`src/rtl/sburst_pkg.sv`:
```
package sburst_pkg;

    // operation decoded for one clock
    typedef enum logic [1:0] {
        OPK_IDLE  = 2'd0,
        OPK_START = 2'd1,
        OPK_STEP  = 2'd2,
        OPK_STAY  = 2'd3
    } opk_t;

    typedef struct packed {
        opk_t kind;
        logic wr;
    } cmd_t;

    // low two bits of the k-th burst access
    function automatic logic [1:0] seq_lo(input logic [1:0] start,
                                          input logic [1:0] k,
                                          input logic       ilv);
        return ilv ? (start ^ k) : (start + k);
    endfunction

endpackage

```
`src/rtl/sburst_decode.sv`:
```
module sburst_decode
    import sburst_pkg::*;
#(
    parameter int NBYTES = 4
) (
    input  logic              ce1_n,
    input  logic              ce2_n,
    input  logic              strb_cpu_n,
    input  logic              strb_ctl_n,
    input  logic              adv_n,
    input  logic              gwr_n,
    input  logic              bwr_n,
    input  logic [NBYTES-1:0] ben_n,
    output cmd_t              cmd,
    output logic [NBYTES-1:0] wmask
);

    logic              req_wr;
    logic [NBYTES-1:0] mask_raw;

    always_comb begin
        req_wr   = !gwr_n || !bwr_n;
        mask_raw = !gwr_n ? {NBYTES{1'b1}} : (!bwr_n ? ~ben_n : {NBYTES{1'b0}});

        if (!ce1_n && !strb_cpu_n) begin
            // processor strobe wins; write inputs do not matter here
            cmd.kind = ce2_n ? OPK_IDLE : OPK_START;
            cmd.wr   = 1'b0;
        end else if (!strb_ctl_n) begin
            if (!ce1_n && !ce2_n) begin
                cmd.kind = OPK_START;
                cmd.wr   = req_wr;
            end else begin
                cmd.kind = OPK_IDLE;
                cmd.wr   = 1'b0;
            end
        end else begin
            cmd.kind = adv_n ? OPK_STAY : OPK_STEP;
            cmd.wr   = req_wr;
        end

        wmask = (cmd.kind != OPK_IDLE && cmd.wr) ? mask_raw : {NBYTES{1'b0}};
    end

endmodule

```
`src/rtl/sburst_seq.sv`:
```
module sburst_seq
    import sburst_pkg::*;
#(
    parameter int ADDR_W = 6
) (
    input  logic              clk,
    input  logic              rst,
    input  opk_t              kind,
    input  logic              ilv,
    input  logic [ADDR_W-1:0] ext_addr,
    output logic [ADDR_W-1:0] cur_addr,
    output logic [1:0]        cnt_q
);

    logic [ADDR_W-1:0] base_q;
    logic [ADDR_W-1:0] start_addr;
    logic [1:0]        cnt_nxt;

    always_comb begin
        start_addr = (kind == OPK_START) ? ext_addr : base_q;
        unique case (kind)
            OPK_START: cnt_nxt = 2'd0;
            OPK_STEP:  cnt_nxt = cnt_q + 2'd1;
            default:   cnt_nxt = cnt_q;
        endcase
        cur_addr = {start_addr[ADDR_W-1:2], seq_lo(start_addr[1:0], cnt_nxt, ilv)};
    end

    always_ff @(posedge clk) begin
        if (rst) begin
            base_q <= '0;
            cnt_q  <= 2'd0;
        end else if (kind != OPK_IDLE) begin
            if (kind == OPK_START) base_q <= ext_addr;
            cnt_q <= cnt_nxt;
        end
    end

endmodule

```
`src/rtl/sburst_array.sv`:
```
module sburst_array #(
    parameter int WORDS  = 64,
    parameter int NBYTES = 4,
    parameter int BYTE_W = 8,
    localparam int ADDR_W = $clog2(WORDS),
    localparam int DW     = NBYTES * BYTE_W
) (
    input  logic              clk,
    input  logic [NBYTES-1:0] wmask,
    input  logic [ADDR_W-1:0] waddr,
    input  logic [DW-1:0]     wdata,
    input  logic [ADDR_W-1:0] raddr,
    output logic [DW-1:0]     rdata
);

    for (genvar b = 0; b < NBYTES; b++) begin : g_lane
        logic [BYTE_W-1:0] lane [WORDS];

        always_ff @(posedge clk) begin
            if (wmask[b]) lane[waddr] <= wdata[b*BYTE_W +: BYTE_W];
        end

        assign rdata[b*BYTE_W +: BYTE_W] = lane[raddr];
    end

endmodule

```
`src/rtl/sburst_rdpath.sv`:
```
module sburst_rdpath #(
    parameter int ADDR_W = 6,
    parameter int DW     = 32
) (
    input  logic              clk,
    input  logic              rst,
    input  logic              rd_go,
    input  logic [ADDR_W-1:0] rd_addr,
    input  logic              flow_n,
    input  logic              oe_n,
    input  logic [DW-1:0]     rdata,
    output logic [ADDR_W-1:0] raddr,
    output logic [DW-1:0]     dout,
    output logic              drive
);

    logic          rd_v_q;
    logic          pipe_v_q;
    logic [DW-1:0] pipe_d_q;
    logic          sel_v;
    logic [DW-1:0] sel_d;

    always_ff @(posedge clk) begin
        if (rst) begin
            rd_v_q   <= 1'b0;
            raddr    <= '0;
            pipe_v_q <= 1'b0;
            pipe_d_q <= '0;
        end else begin
            rd_v_q   <= rd_go;
            if (rd_go) raddr <= rd_addr;
            pipe_v_q <= rd_v_q;
            pipe_d_q <= rd_v_q ? rdata : '0;
        end
    end

    always_comb begin
        sel_v = flow_n ? pipe_v_q : rd_v_q;
        sel_d = flow_n ? pipe_d_q : rdata;
        drive = sel_v && !oe_n;
        dout  = drive ? sel_d : '0;
    end

endmodule

```
`src/rtl/sburst_mem.sv`:
```
module sburst_mem
    import sburst_pkg::*;
#(
    parameter int WORDS  = 64,
    parameter int NBYTES = 4,
    parameter int BYTE_W = 8,
    localparam int ADDR_W = $clog2(WORDS),
    localparam int DW     = NBYTES * BYTE_W
) (
    input  logic              clk,
    input  logic              rst,
    input  logic              ce1_n,
    input  logic              ce2_n,
    input  logic              strb_cpu_n,
    input  logic              strb_ctl_n,
    input  logic              adv_n,
    input  logic              gwr_n,
    input  logic              bwr_n,
    input  logic [NBYTES-1:0] ben_n,
    input  logic [ADDR_W-1:0] addr,
    input  logic [DW-1:0]     din,
    input  logic              flow_n,
    input  logic              ilv_sel,
    input  logic              oe_n,
    output logic [DW-1:0]     dout,
    output logic              drive
);

    cmd_t              cmd_w;
    logic [NBYTES-1:0] wmask_w;
    logic [ADDR_W-1:0] cur_addr_w;
    logic [ADDR_W-1:0] raddr_w;
    logic [DW-1:0]     rdata_w;
    logic [1:0]        seq_cnt_w;
    logic [1:0]        op_kind_w;
    logic              op_wr_w;
    logic              rd_go_w;

    assign op_kind_w = cmd_w.kind;
    assign op_wr_w   = cmd_w.wr;
    assign rd_go_w   = (cmd_w.kind != OPK_IDLE) && !cmd_w.wr;

    sburst_decode #(.NBYTES(NBYTES)) u_dec (
        .ce1_n      (ce1_n),
        .ce2_n      (ce2_n),
        .strb_cpu_n (strb_cpu_n),
        .strb_ctl_n (strb_ctl_n),
        .adv_n      (adv_n),
        .gwr_n      (gwr_n),
        .bwr_n      (bwr_n),
        .ben_n      (ben_n),
        .cmd        (cmd_w),
        .wmask      (wmask_w)
    );

    sburst_seq #(.ADDR_W(ADDR_W)) u_seq (
        .clk      (clk),
        .rst      (rst),
        .kind     (cmd_w.kind),
        .ilv      (ilv_sel),
        .ext_addr (addr),
        .cur_addr (cur_addr_w),
        .cnt_q    (seq_cnt_w)
    );

    sburst_array #(.WORDS(WORDS), .NBYTES(NBYTES), .BYTE_W(BYTE_W)) u_arr (
        .clk   (clk),
        .wmask (wmask_w),
        .waddr (cur_addr_w),
        .wdata (din),
        .raddr (raddr_w),
        .rdata (rdata_w)
    );

    sburst_rdpath #(.ADDR_W(ADDR_W), .DW(DW)) u_rd (
        .clk     (clk),
        .rst     (rst),
        .rd_go   (rd_go_w),
        .rd_addr (cur_addr_w),
        .flow_n  (flow_n),
        .oe_n    (oe_n),
        .rdata   (rdata_w),
        .raddr   (raddr_w),
        .dout    (dout),
        .drive   (drive)
    );

endmodule

```
`config.mk`:
```
export PLATFORM = sky130hd
export DESIGN_NAME = sburst_mem
export DESIGN_NICKNAME = d
export VERILOG_FILES = /design/src/rtl/sburst_pkg.sv /design/src/rtl/sburst_decode.sv /design/src/rtl/sburst_seq.sv /design/src/rtl/sburst_array.sv /design/src/rtl/sburst_rdpath.sv /design/src/rtl/sburst_mem.sv
export SDC_FILE = /design/constraint.sdc
export NUM_CORES = 2
export LEC_CHECK = 0
export BUFFER_PORTS_ARGS = -buffer_cell sky130_fd_sc_hd__buf_2
export CORE_ASPECT_RATIO = 0.6
export CORE_MARGIN = 2
export CORE_UTILIZATION = 45
export CTS_CLUSTER_DIAMETER = 150
export DETAILED_ROUTE_END_ITERATION = 12
export SETUP_SLACK_MARGIN = 0.4
export SYNTH_ARGS = -nofsm -noshare
export SYNTH_HDL_FRONTEND = slang
export SYNTH_SLANG_ARGS = --single-unit
```
`constraint.sdc`:
```
create_clock -name clk -period 4.3 [get_ports clk]
set_clock_uncertainty 0.1 [all_clocks]
set_input_delay 0.215 -clock clk [delete_from_list [all_inputs] [get_ports clk]]
set_output_delay 0.215 -clock clk [all_outputs]
set_load 0.01 [all_outputs]
```
==> flow_summary.json <==
{
  "status": "complete, no violations",
  "yosysWarningCount": 0,
  "synth_flop_cell": "edfxtp_1",
  "arrival_ns": 3.56,
  "core_um2": 179100,
  "wirelength_um": 223400,
  "drive_above_1_share_pct": 24.63,
  "clk_pin_slew_ns": 0.07,
  "met3_usage_pct": 5.368,
  "rsz0062_at_grt": "yes",
  "p_leak_nw": 29.67,
  "cp-start-kind": "flip-flop",
  "cts_inserted_buffers": 193,
  "synth_area_um2": 81480,
  "fill_cells": 13970,
  "rr_worst_depth": 5,
  "die_h_um": 333.6,
  "p_total_mw": 43.30,
  "min_path_cells": 1,
  "setup_viol": 0,
  "synthCells": 4262,
  "drv_slew": 0,
  "area_delta_synth_final_pct": 17.16,
  "end_kind": "output port",
  "syn_avg_cell_area_um2": 19.12,
  "peakVddDrop_mv": 0.3019,
  "worstHoldPathType": "input port to flip-flop",
  "initial_core_util_pct": 45.49,
  "crit_fanout": 62,
  "ys_ff_latch": 2102,
  "nets": 4911,
  "dieArea_um2": 184600,
  "grt_max_degree": 69,
  "antenna_found_initial": 9,
  "io_buffer_count": 86,
  "cts_max_level": 4,
  "clk_path_buf_depth": 4,
  "use_met1_pct": 38.44,
  "powerDensity_nw_per_um2": 453.6,
  "grt-busiest-layer": "met1",
  "overflow": 0,
  "crit_type": "flip-flop to output port",
  "drtPass1Iterations": 7,
  "max_slew.worst_pin.slew_ns": 1.074,
  "dp_hpwl_um": 136300,
  "io_pins": 87,
  "chipWidth_um": 553.3,
  "clkLatencyLatePin_ns": 0.85,
  "grt_pass1_wl_um": 312000,
  "final_cell_area_um2": 95450,
  "synth.yosys.seq_area_share_pct": 76.81,
  "dpl_cell_area_um2": 87650,
  "use_met2_pct": 32.03,
  "tritoncts": "done",
  "setup_tns_ns": 0,
  "rows": 120,
  "cp.required_ns": 3.98,
  "dr_total_vias": 44160,
  "hold_violations": 0,
  "fmaxAchievable_mhz": 257.9,
  "synth.distinct_cells": 46,
  "post-route-drc-count": 0,
  "postRouteAntennaNets": 0,
  "async_flop_share_pct": 0,
  "syn_nets": 4320,
  "grt_pass1_vias": 41890,
  "via_per_inst": 5.991,
  "cts_root_buf": "clkbuf_16",
  "clock_sinks": 2102,
  "avgRoutedWirePerCell_um": 30.30,
  "min_period_over_period_pct": 90.17,
  "drtIter0Drc": 6499,
  "cap_violations": 0,
  "synth-edff-count": 2048,
  "gp_congestion": 0.8278,
  "relSlewSlack_pct": 28.39,
  "grtUsageTotal_pct": 23.51,
  "period_needed_ns": 3.877
}
[placed cells by master, fill, tap and decap left out, drive strengths merged, types with 2 or more instances in the layout]
cell type,n
a211o,2
a211oi,5
a21oi,15
a221oi,2
a22oi,359
a2bb2oi,2
a31oi,7
and2,3
and3,3
buf,602
bufbuf,2
bufinv,9
clkbuf,257
clkinv,69
clkinvlp,3
dfxtp,54
diode,2
dlygate4sd3,40
edfxtp,2048
ha,4
inv,13
mux2,11
mux2i,531
mux4,264
nand2,95
nand2b,5
nand3,125
nand4,62
nor2,325
nor2b,14
nor3,6
o21ai,5
o22ai,37
or2,2
xnor2,2
[cells in the mapped netlist (all sizes together) (2+ instances only)]
library cell	count	area share [%]
a31oi	7	0.054
nand2	95	0.44
or2	2	0.015
mux4	264	7.4
a21oi	15	0.092
nand3	125	0.77
mux2i	531	6.5
a211o	2	0.022
edfxtp	2048	75
mux2	11	0.15
dfxtp	54	1.3
clkbuf	104	0.49
buf	154	1.1
a221oi	2	0.022
a22oi	359	3.3
o22ai	37	0.28
o21ai	5	0.031
nor2	325	1.5
nand4	62	0.48
xnor2	2	0.022
ha	4	0.061
nor2b	14	0.11
and2	3	0.023
and3	3	0.023
a2bb2oi	2	0.022
inv	8	0.037
nand2b	5	0.038
nor3	6	0.037
a211oi	5	0.046
[flip-flops by register name, indices dropped and copies added (netlist names), named ones only]
signal and count:
u_arr.g_lane.lane 2048, u_rd.pipe_d_q 32, u_rd.pipe_v_q 1, u_rd.raddr 6, u_rd.rd_v_q 1, u_seq.base_q 6, u_seq.cnt_q 2
[metrics by stage]
step / setup WS (ns) / hold WS (ns) / std cells / utilization (%)
after global routing: 0.3106 / 0.05616 / 7370 / 53.29
after detailed placement: -0.04983 / 0.3781 / 6936 / 48.93
after floorplan: 0.6298 / 0.1943 / 4262 / -
final: 0.4227 / 0.05092 / 7371 / 53.29
after global placement: -0.03279 / 0.3749 / 6936 / 48.93
after CTS: 0.3463 / 0.007239 / 7331 / 52.86
[cell families (layout without fill, tap and decap cells)]
group / count (synthesis) / in the layout / share of synthesized area (%)
adder cells (fa/ha/maj): 4 / 4 / 0.06143
multiplexers: 806 / 806 / 14.06
flip-flops: 2102 / 2102 / 76.81
AO/OA/AOI/OAI: 436 / 436 / 3.901
other: 0 / 2 / 0
buffers and inverters: 267 / 995 / 1.666
XOR/XNOR: 3 / 3 / 0.03226
AND/OR/NAND/NOR: 644 / 644 / 3.471
[routing by layer]
layer  share of wire, %  vias up
li1                   -    18540
met2                 42     2176
met5              0.012        -
met4                1.5        4
met3                 11      236
met1                 46    23210
[power breakdown]
group | internal [mW] | total, mW | switching, mW
logic | 1.61 | 4.46 | 2.85
registers | 22.6 | 22.6 | 0.0416
clock network | 8.88 | 16.2 | 7.36
total | 33.0 | 43.3 | 10.3
[worst max-delay path, cell delays in order, from the launching register on]
cell and delay, ns:
dfxtp_4 0.37, buf_12 0.17, buf_6 0.17, nor2b_4 0.21, buf_12 0.36, a22oi_1 0.24, nand3_1 0.17, nand4_1 0.20
mux2i_2 0.30, buf_4 0.20, o22ai_1 0.09, buf_2 0.18
[area by class of cell]
cell class                 count  area [um2]  share of cell area, %
tap                         2379        2977                  3.118
clock buffer                 246        5091                  5.334
timing repair buffer         655        5933                  6.216
inverter                       8       30.03                0.03146
multi-input combinational   1893       18170                  19.03
antenna                        2       5.005               0.005243
sequential                  2102       62600                  65.58
clock inverter                86       654.4                 0.6856
[what timing repair did]
action                                  CTS  global route
endpoints found under the hold margin  1044             0
setup endpoints to repair                32            73
hold buffers                             40             0
resized for setup                       102            59
buffers inserted                         17            26
gates cloned                              6            12
pin swaps                                17            28
[worst paths after layout]
| kind | from | to | slack (ns) |
|---|---|---|---|
| max reg2reg | u_seq.base_q[5] | u_arr.g_lane[0].lane[27][5] | 1.34 |
| max | flip-flop | dout[28] | 0.42 |
| min reg2reg | u_rd.raddr[3] | flip-flop | 0.39 |
| min | din[26] | u_arr.g_lane[3].lane[51][2] | 0.05 |
(Power assumes the default switching activity.)
